### config.mk
export PLATFORM = sky130hd
export DESIGN_NAME = implication_miner
export DESIGN_NICKNAME = d
export VERILOG_FILES = /design/src/rtl/imp_miner_pkg.sv /design/src/rtl/imp_pair_fold.sv /design/src/rtl/imp_seen_store.sv /design/src/rtl/imp_cand_pick.sv /design/src/rtl/implication_miner.sv
export SDC_FILE = /design/constraint.sdc
export NUM_CORES = 1
export LEC_CHECK = 0
export CORE_ASPECT_RATIO = 0.7
export CORE_MARGIN = 2
export CORE_UTILIZATION = 25
export CTS_CLUSTER_DIAMETER = 100
export DETAILED_ROUTE_END_ITERATION = 10
export SLEW_MARGIN = 25
export SYNTH_ARGS = -nofsm -noshare
export SYNTH_HDL_FRONTEND = slang
export SYNTH_SLANG_ARGS = --single-unit
export TNS_END_PERCENT = 1
### constraint.sdc
create_clock -name clk -period 3.8 [get_ports clk]
set_input_delay 0.38 -clock clk [delete_from_list [all_inputs] [get_ports clk]]
set_output_delay 0.38 -clock clk [all_outputs]
set_load 0.01 [all_outputs]
### src/rtl/imp_miner_pkg.sv
// Shared definitions for the implication candidate miner.
// Combination code within a pair record: bit index {value_of_i, value_of_j}.
package imp_miner_pkg;

    typedef enum logic [1:0] {
        ST_IDLE,
        ST_COLLECT,
        ST_FOLD,
        ST_EMIT
    } mine_state_t;

    // Re-express a 4-bit record of pair (i,j) as the record of pair (j,i):
    // combinations 00 and 11 stay, 01 and 10 trade places.
    function automatic logic [3:0] swap_roles(input logic [3:0] c);
        return {c[3], c[1], c[2], c[0]};
    endfunction

endpackage

### src/rtl/imp_pair_fold.sv
// Reduces two packed pattern words to the four "combination present" bits.
// Assumes both words describe the same set of patterns bit for bit.
module imp_pair_fold #(
    parameter int W = 32
) (
    input  logic [W-1:0] a_word,
    input  logic [W-1:0] b_word,
    output logic [3:0]   combo
);
    // Each bit tells whether any pattern shows the combination {a,b}.
    always_comb begin
        combo[0] = |(~a_word & ~b_word);
        combo[1] = |(~a_word &  b_word);
        combo[2] = |( a_word & ~b_word);
        combo[3] = |( a_word &  b_word);
    end
endmodule

### src/rtl/imp_seen_store.sv
// Register store of per-ordered-pair combination records.
// One update names an unordered pair (upd_i < upd_j expected); the store ORs the
// bits into (i,j) and the role-swapped bits into (j,i). Diagonal cells read zero.
module imp_seen_store
    import imp_miner_pkg::*;
#(
    parameter int NODES = 8,
    parameter int IDXW  = 3
) (
    input  logic            clk,
    input  logic            rst_n,
    input  logic            clr,
    input  logic            upd_en,
    input  logic [IDXW-1:0] upd_i,
    input  logic [IDXW-1:0] upd_j,
    input  logic [3:0]      upd_combo,
    input  logic [IDXW-1:0] rd_i,
    input  logic [IDXW-1:0] rd_j,
    output logic [3:0]      rd_combo
);
    localparam int CELLS = NODES * NODES;

    logic [CELLS*4-1:0] cells;

    for (genvar gi = 0; gi < NODES; gi++) begin : g_row
        for (genvar gj = 0; gj < NODES; gj++) begin : g_col
            if (gi == gj) begin : g_diag
                assign cells[(gi*NODES+gj)*4 +: 4] = 4'b0000;
            end else begin : g_cell
                logic [3:0] rec_q;
                logic       hit_fwd;
                logic       hit_rev;
                assign hit_fwd = upd_en && (upd_i == IDXW'(gi)) && (upd_j == IDXW'(gj));
                assign hit_rev = upd_en && (upd_i == IDXW'(gj)) && (upd_j == IDXW'(gi));
                // Accumulate observed combinations; clear on reset or start.
                always_ff @(posedge clk) begin
                    if (!rst_n || clr) begin
                        rec_q <= 4'b0000;
                    end else if (hit_fwd) begin
                        rec_q <= rec_q | upd_combo;
                    end else if (hit_rev) begin
                        rec_q <= rec_q | swap_roles(upd_combo);
                    end
                end
                assign cells[(gi*NODES+gj)*4 +: 4] = rec_q;
            end
        end
    end

    // Read port used by the emission scan.
    always_comb begin
        rd_combo = cells[(int'(rd_i) * NODES + int'(rd_j)) * 4 +: 4];
    end
endmodule

### src/rtl/imp_cand_pick.sv
// Decides whether a pair record yields a candidate for antecedent value ante.
// A candidate needs the antecedent observed with exactly one consequent value,
// and the pair must show at least two combinations (not both constant).
module imp_cand_pick (
    input  logic [3:0] seen,
    input  logic       ante,
    output logic       hit,
    output logic       cons
);
    logic with_zero;
    logic with_one;
    logic two_or_more;

    // Evaluate the candidate rule for one antecedent value.
    always_comb begin
        with_zero   = seen[{ante, 1'b0}];
        with_one    = seen[{ante, 1'b1}];
        two_or_more = (seen & (seen - 4'd1)) != 4'd0;
        cons        = with_one;
        hit         = (with_zero ^ with_one) && two_or_more;
    end
endmodule

### src/rtl/implication_miner.sv
// Top of the implication candidate miner.
// Collects packed pattern batches, folds each one unordered pair per cycle into
// the combination store, then streams candidates in (i, j, x) order.
// Assumes NODES >= 2 and that the consumer honours valid/ready.
module implication_miner
    import imp_miner_pkg::*;
#(
    parameter int NODES  = 8,
    parameter int WORD_W = 32,
    parameter int IDXW   = (NODES > 2) ? $clog2(NODES) : 1,
    parameter int CAND_W = 2 * IDXW + 2
) (
    input  logic                    clk,
    input  logic                    rst_n,
    input  logic                    start,
    input  logic                    in_valid,
    output logic                    in_ready,
    input  logic                    in_last,
    input  logic [NODES*WORD_W-1:0] in_words,
    output logic                    out_valid,
    input  logic                    out_ready,
    output logic [CAND_W-1:0]       out_cand,
    output logic                    scan_done
);
    localparam logic [IDXW-1:0] LAST_IDX = IDXW'(NODES - 1);
    localparam logic [IDXW-1:0] ONE_IDX  = IDXW'(1);

    mine_state_t             state_q;
    logic [NODES*WORD_W-1:0] batch_q;
    logic                    last_q;
    logic [IDXW-1:0]         fi_q, fj_q;
    logic [IDXW-1:0]         ei_q, ej_q;
    logic                    ex_q;
    logic                    done_q;

    logic [WORD_W-1:0]       fold_a, fold_b;
    logic [3:0]              fold_combo;
    logic [3:0]              rd_combo;
    logic                    pick_hit, pick_cons;
    logic                    fold_end, row_end, emit_end, emit_step;
    logic [IDXW-1:0]         ej_next;

    // Select the two words of the pair under fold.
    always_comb begin
        fold_a = batch_q[int'(fi_q) * WORD_W +: WORD_W];
        fold_b = batch_q[int'(fj_q) * WORD_W +: WORD_W];
    end

    imp_pair_fold #(.W(WORD_W)) fold_i (
        .a_word (fold_a),
        .b_word (fold_b),
        .combo  (fold_combo)
    );

    imp_seen_store #(.NODES(NODES), .IDXW(IDXW)) store_i (
        .clk       (clk),
        .rst_n     (rst_n),
        .clr       (start),
        .upd_en    (state_q == ST_FOLD),
        .upd_i     (fi_q),
        .upd_j     (fj_q),
        .upd_combo (fold_combo),
        .rd_i      (ei_q),
        .rd_j      (ej_q),
        .rd_combo  (rd_combo)
    );

    imp_cand_pick pick_i (
        .seen (rd_combo),
        .ante (ex_q),
        .hit  (pick_hit),
        .cons (pick_cons)
    );

    // Cursor bookkeeping for the fold and emission scans.
    always_comb begin
        fold_end  = (fi_q == LAST_IDX - ONE_IDX) && (fj_q == LAST_IDX);
        row_end   = (ej_q == LAST_IDX) ||
                    ((ej_q == LAST_IDX - ONE_IDX) && (ei_q == LAST_IDX));
        emit_end  = row_end && (ei_q == LAST_IDX) && ex_q;
        emit_step = !pick_hit || out_ready;
        ej_next   = ej_q + ONE_IDX;
        if (ej_next == ei_q) begin
            ej_next = ej_q + IDXW'(2);
        end
    end

    // Output stream and input handshake.
    always_comb begin
        in_ready  = (state_q == ST_COLLECT);
        out_valid = (state_q == ST_EMIT) && pick_hit;
        out_cand  = {ei_q, ej_q, ex_q, pick_cons};
        scan_done = done_q;
    end

    // Run sequencing: collect, fold, repeat until last, then emit.
    always_ff @(posedge clk) begin
        if (!rst_n) begin
            state_q <= ST_IDLE;
            batch_q <= '0;
            last_q  <= 1'b0;
            fi_q    <= '0;
            fj_q    <= '0;
            ei_q    <= '0;
            ej_q    <= '0;
            ex_q    <= 1'b0;
            done_q  <= 1'b0;
        end else begin
            done_q <= 1'b0;
            if (start) begin
                state_q <= ST_COLLECT;
            end else begin
                unique case (state_q)
                    ST_COLLECT: begin
                        if (in_valid) begin
                            batch_q <= in_words;
                            last_q  <= in_last;
                            fi_q    <= '0;
                            fj_q    <= ONE_IDX;
                            state_q <= ST_FOLD;
                        end
                    end
                    ST_FOLD: begin
                        if (fold_end) begin
                            state_q <= last_q ? ST_EMIT : ST_COLLECT;
                            ei_q    <= '0;
                            ej_q    <= ONE_IDX;
                            ex_q    <= 1'b0;
                        end else if (fj_q == LAST_IDX) begin
                            fi_q <= fi_q + ONE_IDX;
                            fj_q <= fi_q + IDXW'(2);
                        end else begin
                            fj_q <= fj_q + ONE_IDX;
                        end
                    end
                    ST_EMIT: begin
                        if (emit_step) begin
                            if (emit_end) begin
                                state_q <= ST_IDLE;
                                done_q  <= 1'b1;
                            end else if (!ex_q) begin
                                ex_q <= 1'b1;
                            end else if (row_end) begin
                                ex_q <= 1'b0;
                                ei_q <= ei_q + ONE_IDX;
                                ej_q <= '0;
                            end else begin
                                ex_q <= 1'b0;
                                ej_q <= ej_next;
                            end
                        end
                    end
                    default: ;
                endcase
            end
        end
    end
endmodule

Word-level counts from Yosys, hierarchy flattened
Index checks and enable logic that the tools add are counted.
{ "op_classes": {"magnitude_cmp": 2, "bitwise_logic": 124, "add_sub_neg": 8, "n_mux": 150, "shift": 3, "reduce_logical": 124, "n_eq_ne": 34} }
{ "op_table": {"columns": ["operator", "n"], "rows": [
  ["$shiftx 256x9->32", 2],
  ["$mux 4", 112],
  ["$or 4x4->4", 112],
  ["$shiftx 256x32->4", 1],
  ["$and 32x32->32", 4],
  ["$reduce_or 32->1", 4],
  ["$logic_and 1x1->1", 70],
  ["$not 32->32", 2],
  ["$reduce_bool 2->1", 30],
  ["$mux 3", 17],
  ["$eq 3x3->1 const B", 11],
  ["$pmux 3 s2", 4],
  ["$reduce_and 5->1", 4],
  ["$ne 2x2->1 const B", 9],
  ["$add 3x1->3 const B", 4],
  ["$eq 3x2->1 const B", 4],
  ["$ne 3x3->1 const B", 4],
  ["$mux 1", 10],
  ["$mux 2", 5],
  ["$reduce_bool 4->1", 2],
  ["$add 6x3->7", 1],
  ["$reduce_and 7->1", 1],
  ["$add 3x2->3 const B", 2],
  ["$eq 3x1->1 const B", 2],
  ["19 further kinds", 28]
]} }
{ "totals": {"out_inout_bits": 11, "ff_bits": 497, "word_cells": 511} }

Longest topological paths before layout
{ "depth": {"ltp_word": 11, "depth_mapped": 14, "depth_no_buf": 9} }

By module
A second synthesis with hierarchy kept.
{ "hier_totals": {"cells_unflattened": 2816, "hier_area_um2": 24957.7} }
{ "by_module_without_submodules": {"columns": ["mod", "seq_area_each_um2", "cells_per_inst", "area_per_inst_um2", "n_inst"], "rows": [
  ["implication_miner", 5465.2, 1479, 13664.4, 1],
  ["imp_seen_store", 4484.3, 1216, 10516.3, 1],
  ["imp_pair_fold", 0.0, 116, 733.2, 1],
  ["imp_cand_pick", 0.0, 5, 43.8, 1]
]} }

Least setup slack after synthesis
OpenSTA, ideal clock, no wires.
{ "synth_path": {"kind": "flip-flop to flip-flop", "from": "register fj_q[0]", "to": "register store_i.g_row[0].g_col[1].g_cell.rec_q[1]", "synth_period_minus_slack_ns": 2.960, "path_stages_with_launch": 13, "n_path_buf": 4, "t_arrival_ns": 2.845, "setup_slack_ns": 0.840, "path_cell_list": "dfxtp_1 -> clkbuf_1 -> buf_2 -> mux4_2 -> mux2i_1 -> o22ai_1 -> a221oi_1 -> nand4_1 -> nor3_2 -> buf_4 -> buf_2 -> o22ai_1 -> o21a_1"} }
{ "synth_between": {"elab_chain_cells": 7, "elab_cells_between_ends": 15, "cone_classes": "eq/ne: 1; shift: 1; mux: 2; bitwise: 5; reduce/logical: 6"} }
{ "synth_lines": {"columns": ["element", "line_no", "rtl"], "rows": [
  ["start, declared", "implication_miner.sv:31", "logic [IDXW-1:0] fi_q, fj_q;"],
  ["start signal, assigned", "implication_miner.sv:131", "fj_q <= fi_q + IDXW'(2);"],
  ["start signal, assigned", "implication_miner.sv:133", "fj_q <= fj_q + ONE_IDX;"],
  ["$shiftx 256x9->32", "implication_miner.sv:46", "fold_b = batch_q[int'(fj_q) * WORD_W +: WORD_W];"],
  ["$not 32->32", "imp_pair_fold.sv:14", "combo[2] = |( a_word & ~b_word);"],
  ["$and 32x32->32", "imp_pair_fold.sv:14", null],
  ["$reduce_or 32->1", "imp_pair_fold.sv:14", null],
  ["$or 4x4->4", "imp_seen_store.sv:42", "rec_q <= rec_q | swap_roles(upd_combo);"],
  ["$mux 4", "imp_seen_store.sv:41", "end else if (hit_rev) begin"],
  ["$mux 4", "imp_seen_store.sv:39", "end else if (hit_fwd) begin"],
  ["end signal, assigned", "imp_seen_store.sv:40", "rec_q <= rec_q | upd_combo;"],
  ["end signal, assigned", "imp_seen_store.sv:42", null],
  ["end, declared", "imp_seen_store.sv:30", "logic [3:0] rec_q;"]
]} }
Several ways; a longest one is shown, not always the timed one. The select of a mux whose other input is x is not followed.
A chain may end at the register's enable or synchronous reset.

Final worst setup path
{ "layout_path": {"from": "register ej_q[0]", "to": "output out_valid"} }
{ "layout_between": {"elab_chain_cells": 7, "elab_cells_between_ends": 12, "cone_classes": "add/sub: 2; shift: 1; mux: 4; bitwise: 2; reduce/logical: 3"} }
{ "layout_lines": {"columns": ["element", "line_no", "rtl"], "rows": [
  ["start, declared", "implication_miner.sv:32", "logic [IDXW-1:0] ei_q, ej_q;"],
  ["start signal, assigned", "implication_miner.sv:149", "ej_q <= ej_next;"],
  ["$add 6x3->7 (*)", "imp_seen_store.sv:52", "rd_combo = cells[(int'(rd_i) * NODES + int'(rd_j)) * 4 +: 4];"],
  ["$shiftx 256x32->4 (*)", "imp_seen_store.sv:52", null],
  ["$sub 4x1->4, or another cell as far along", "imp_cand_pick.sv:18", "two_or_more = (seen & (seen - 4'd1)) != 4'd0;"],
  ["$and 4x4->4, or another cell as far along", "imp_cand_pick.sv:18", null],
  ["$reduce_bool 4->1 or $xor 1x1->1 (tied branches)", "imp_cand_pick.sv:18, imp_cand_pick.sv:20", null],
  ["$logic_and 1x1->1 (*)", "imp_cand_pick.sv:20", "hit = (with_zero ^ with_one) && two_or_more;"],
  ["$logic_and 1x1->1 (*)", "implication_miner.sv:91", "out_valid = (state_q == ST_EMIT) && pick_hit;"],
  ["end, declared", "implication_miner.sv:20", "output logic out_valid,"]
]} }
Every way passes the cells marked *; elsewhere a longest branch is shown, timed or not. The select of a mux whose other input is x is not followed.

==> flow_metrics.tcl <==
set metrics [dict create \
    synth-seq-cells 497 \
    hold_viol 0 \
    antenna_left 0 \
    fin_skew_ns 0.0341 \
    wl_per_cell_um 21.8 \
    cts-root-buf "clkbuf_16" \
    ir_drop_mv 0.317 \
    ys_top_cells_by_area "dfxtp_1, mux4_2, nand2_1" \
    cts_buffers 49 \
    slew_viol_final 0 \
    synth-main-ff-cell "dfxtp_1" \
    crit_fanout 9 \
    dp_slack_ns 0.115 \
    dr.pass1.iters 7 \
    core.rowCount 96 \
    worst_slew_pin_slew_ns 1.11 \
    synth.most_common_cell "nand2_1" \
    setup_violations 0 \
    hold_path.class "in -> reg" \
    insertion_delay_ns 0.63 \
    post-synth-top-area-cell "dfxtp_1" \
    synthCells 2735 \
    final_area_um2 31500 \
    status "finished clean" \
    antenna_found_initial 4 \
    yosys_warnings 0 \
    ys_types 70 \
    drive_gt1_frac 0.153 \
    dieArea_um2 102000 \
    ys_seq_area_frac 0.402 \
    min_period_over_period 0.992 \
    grt_overflow_total 0 \
    ios 273 \
    hold_slack_ns 0.303 \
    grt_setup_unrepaired "true" \
    cp.arrival_ns 3.39 \
    areaGrowthSynthToFinish_pct 27.5 \
    slew_headroom 0.260 \
    fill_cells 10200 \
    synth_edf_count 0 \
    max_freq_ghz 0.265 \
    grt_pass1_wl_um 139000 \
    path_class "reg -> out" \
    synth_top_area_frac 0.402 \
    cts_tree "done" \
    clockBufferDepth 3 \
    dp_hpwl_um 72500 \
    totalWireLength_um 94900 \
    maxCapViolations 0 \
    die_w_um 380 \
    ys_async_sr_fraction 0 \
    avgViaCountPerCell 5.17 \
    cp_slowest_cell "mux4_2" \
    fin_nets 3288 \
    grt_pass1_vias 21300 \
    ys_top_cells_by_count "nand2_1, dfxtp_1, a21oi_1" \
    synth_area_per_cell_um2 9.05 \
    crit_chain "buf_12, buf_6, mux4_2, nor2_1, a2111o_1, a311oi_2, buf_4, a32o_2, nor3_2, clkdlybuf4s15_1" \
    io_buffers 272 \
    clock-sinks 497 \
    vias 22600 \
    power_density_nw_per_um2 385 \
    synth.net_count 3018 \
    start_kind "register" \
    grt_usage 0.181 \
    cp.required_ns 3.42 \
    p_leak_nw 10.8 \
    place_congestion 1.02 \
    drc 0 \
    cts_htree_levels 2 \
    syn_area_um2 24700 \
    min_period_ns 3.77 \
    slowest_delay_ns 0.56 \
    clk_pin_slew_ns 0.06 \
    placed_area_um2 29600 \
    core_area_um2 98000 \
    grt_max_degree 196 \
    setup.worst_path.end_class "primary output" \
    initial_core_util 0.253 \
    drt-initial-drc-count 2831 \
    die_h_um 267 \
    fin_ws_ns 0.0320 \
]
-- per-layer routing --
| layer | vias to the layer above | track usage | share of wire |
|---|---|---|---|
| li1 | 10400 | - | - |
| met1 | 11000 | 0.278 | 0.48 |
| met2 | 1037 | 0.245 | 0.39 |
| met3 | 98 | 0.0501 | 0.12 |
| met4 | 2 | 0.0403 | 0.018 |
| met5 | - | 0 | 0.00014 |
-- state kept, by name (all words and copies together), names as in the netlist --
name	count
state_q	2
last_q	1
fi_q	3
batch_q	256
fj_q	3
scan_done	1
ej_q	3
ex_q	1
ei_q	3
store_i.g_row.g_col.g_cell.rec_q	224
-- placed cells by master (no fill, tap or decap), types with 9 or more instances in the layout --
| cell | count |
|---|---|
| clkdlybuf4s50_1 | 270 |
| o211ai_1 | 9 |
| buf_12 | 29 |
| nor3_1 | 20 |
| a221oi_1 | 29 |
| dfxtp_1 | 489 |
| inv_1 | 32 |
| and2_1 | 18 |
| mux2_2 | 12 |
| o21a_1 | 212 |
| mux4_2 | 147 |
| ha_1 | 21 |
| nor2_1 | 59 |
| nand2b_1 | 10 |
| o22ai_1 | 110 |
| buf_4 | 147 |
| o21ai_0 | 22 |
| clkbuf_16 | 50 |
| nand2_1 | 677 |
| mux2i_1 | 74 |
| o221ai_1 | 12 |
| nand3_1 | 67 |
| o31a_1 | 14 |
| a21oi_1 | 318 |
| nand3b_1 | 10 |
-- stage by stage --
| stage | power [mW] | cells | setup TNS [ns] | utilization |
|---|---|---|---|---|
| final | 12.2 | 4365 | 0 | 0.322 |
| after floorplan | 6.21 | 2735 | 0 | - |
| after global routing | 12.5 | 4364 | -0.0808 | 0.322 |
| after CTS | 12.2 | 4359 | -0.128 | 0.321 |
| after detailed placement | 6.92 | 4260 | 0 | 0.302 |
| after global placement | 6.91 | 4260 | 0 | 0.302 |
-- power by group --
| group | total, mW | switching [mW] | internal [mW] |
|---|---|---|---|
| logic | 1.46 | 0.783 | 0.680 |
| registers | 5.38 | 0.0906 | 5.29 |
| clock network | 5.31 | 2.28 | 3.03 |
-- cells by family (layout without fill, tap and decap cells) --
| logic type | count (synthesis) | in the layout | share of synthesized area |
|---|---|---|---|
| xor gates and xnor gates | 5 | 5 | 0.00177 |
| muxes | 243 | 243 | 0.175 |
| buffers and inverters | 277 | 583 | 0.0555 |
| adders and majority gates | 21 | 21 | 0.0106 |
| DFF | 497 | 497 | 0.402 |
| AOI/OAI and AO/OA | 786 | 786 | 0.204 |
| other | 0 | 1 | 0 |
| and+or+nand+nor | 906 | 906 | 0.152 |
-- final cells by class --
| cell class | count | area, µm² | area share |
|---|---|---|---|
| multi-input combinational | 1961 | 13500 | 0.428 |
| sequential | 497 | 9970 | 0.316 |
| timing repair buffer | 454 | 4500 | 0.143 |
| tap | 1323 | 1660 | 0.0525 |
| clock buffer | 61 | 1350 | 0.0429 |
| clock inverter | 26 | 380 | 0.0121 |
| inverter | 42 | 169 | 0.00535 |
| antenna | 1 | 2.50 | 0.0000793 |
-- repair_timing --
action / CTS / global route
endpoints found under the setup margin: 2 / 79
resized for setup: 9 / 16
pin swaps: 1 / 3
hold buffers: 0 / 0
gates cloned: 0 / 0
setup buffers: 12 / 4
-- path summary, 6_finish.rpt --
kind | from | endpoint | slack, ns | cells after the start
worst max-delay path | ej_q[0] | out_valid | 0.03 | 10
worst min-delay path | in_words[151] | batch_q[151] | 0.30 | 3
worst max register to register | fj_q[0] | store_i.g_row[3].g_col[1].g_cell.rec_q[3] | 0.15 | 11
worst min register to register | store_i.g_row[0].g_col[2].g_cell.rec_q[0] | store_i.g_row[0].g_col[2].g_cell.rec_q[0] | 0.46 | 1
-- worst max-delay path, delay by kind of cell (launching register included) --
kind                   cells  cell delay [ns]
flip-flops                 1             0.47
AND/OR/NAND/NOR            2             0.40
buffers and inverters      4             0.76
AO/OA/AOI/OAI              3             0.57
multiplexers               1             0.56
No activity file was read; power rests on OpenSTA's default activity.
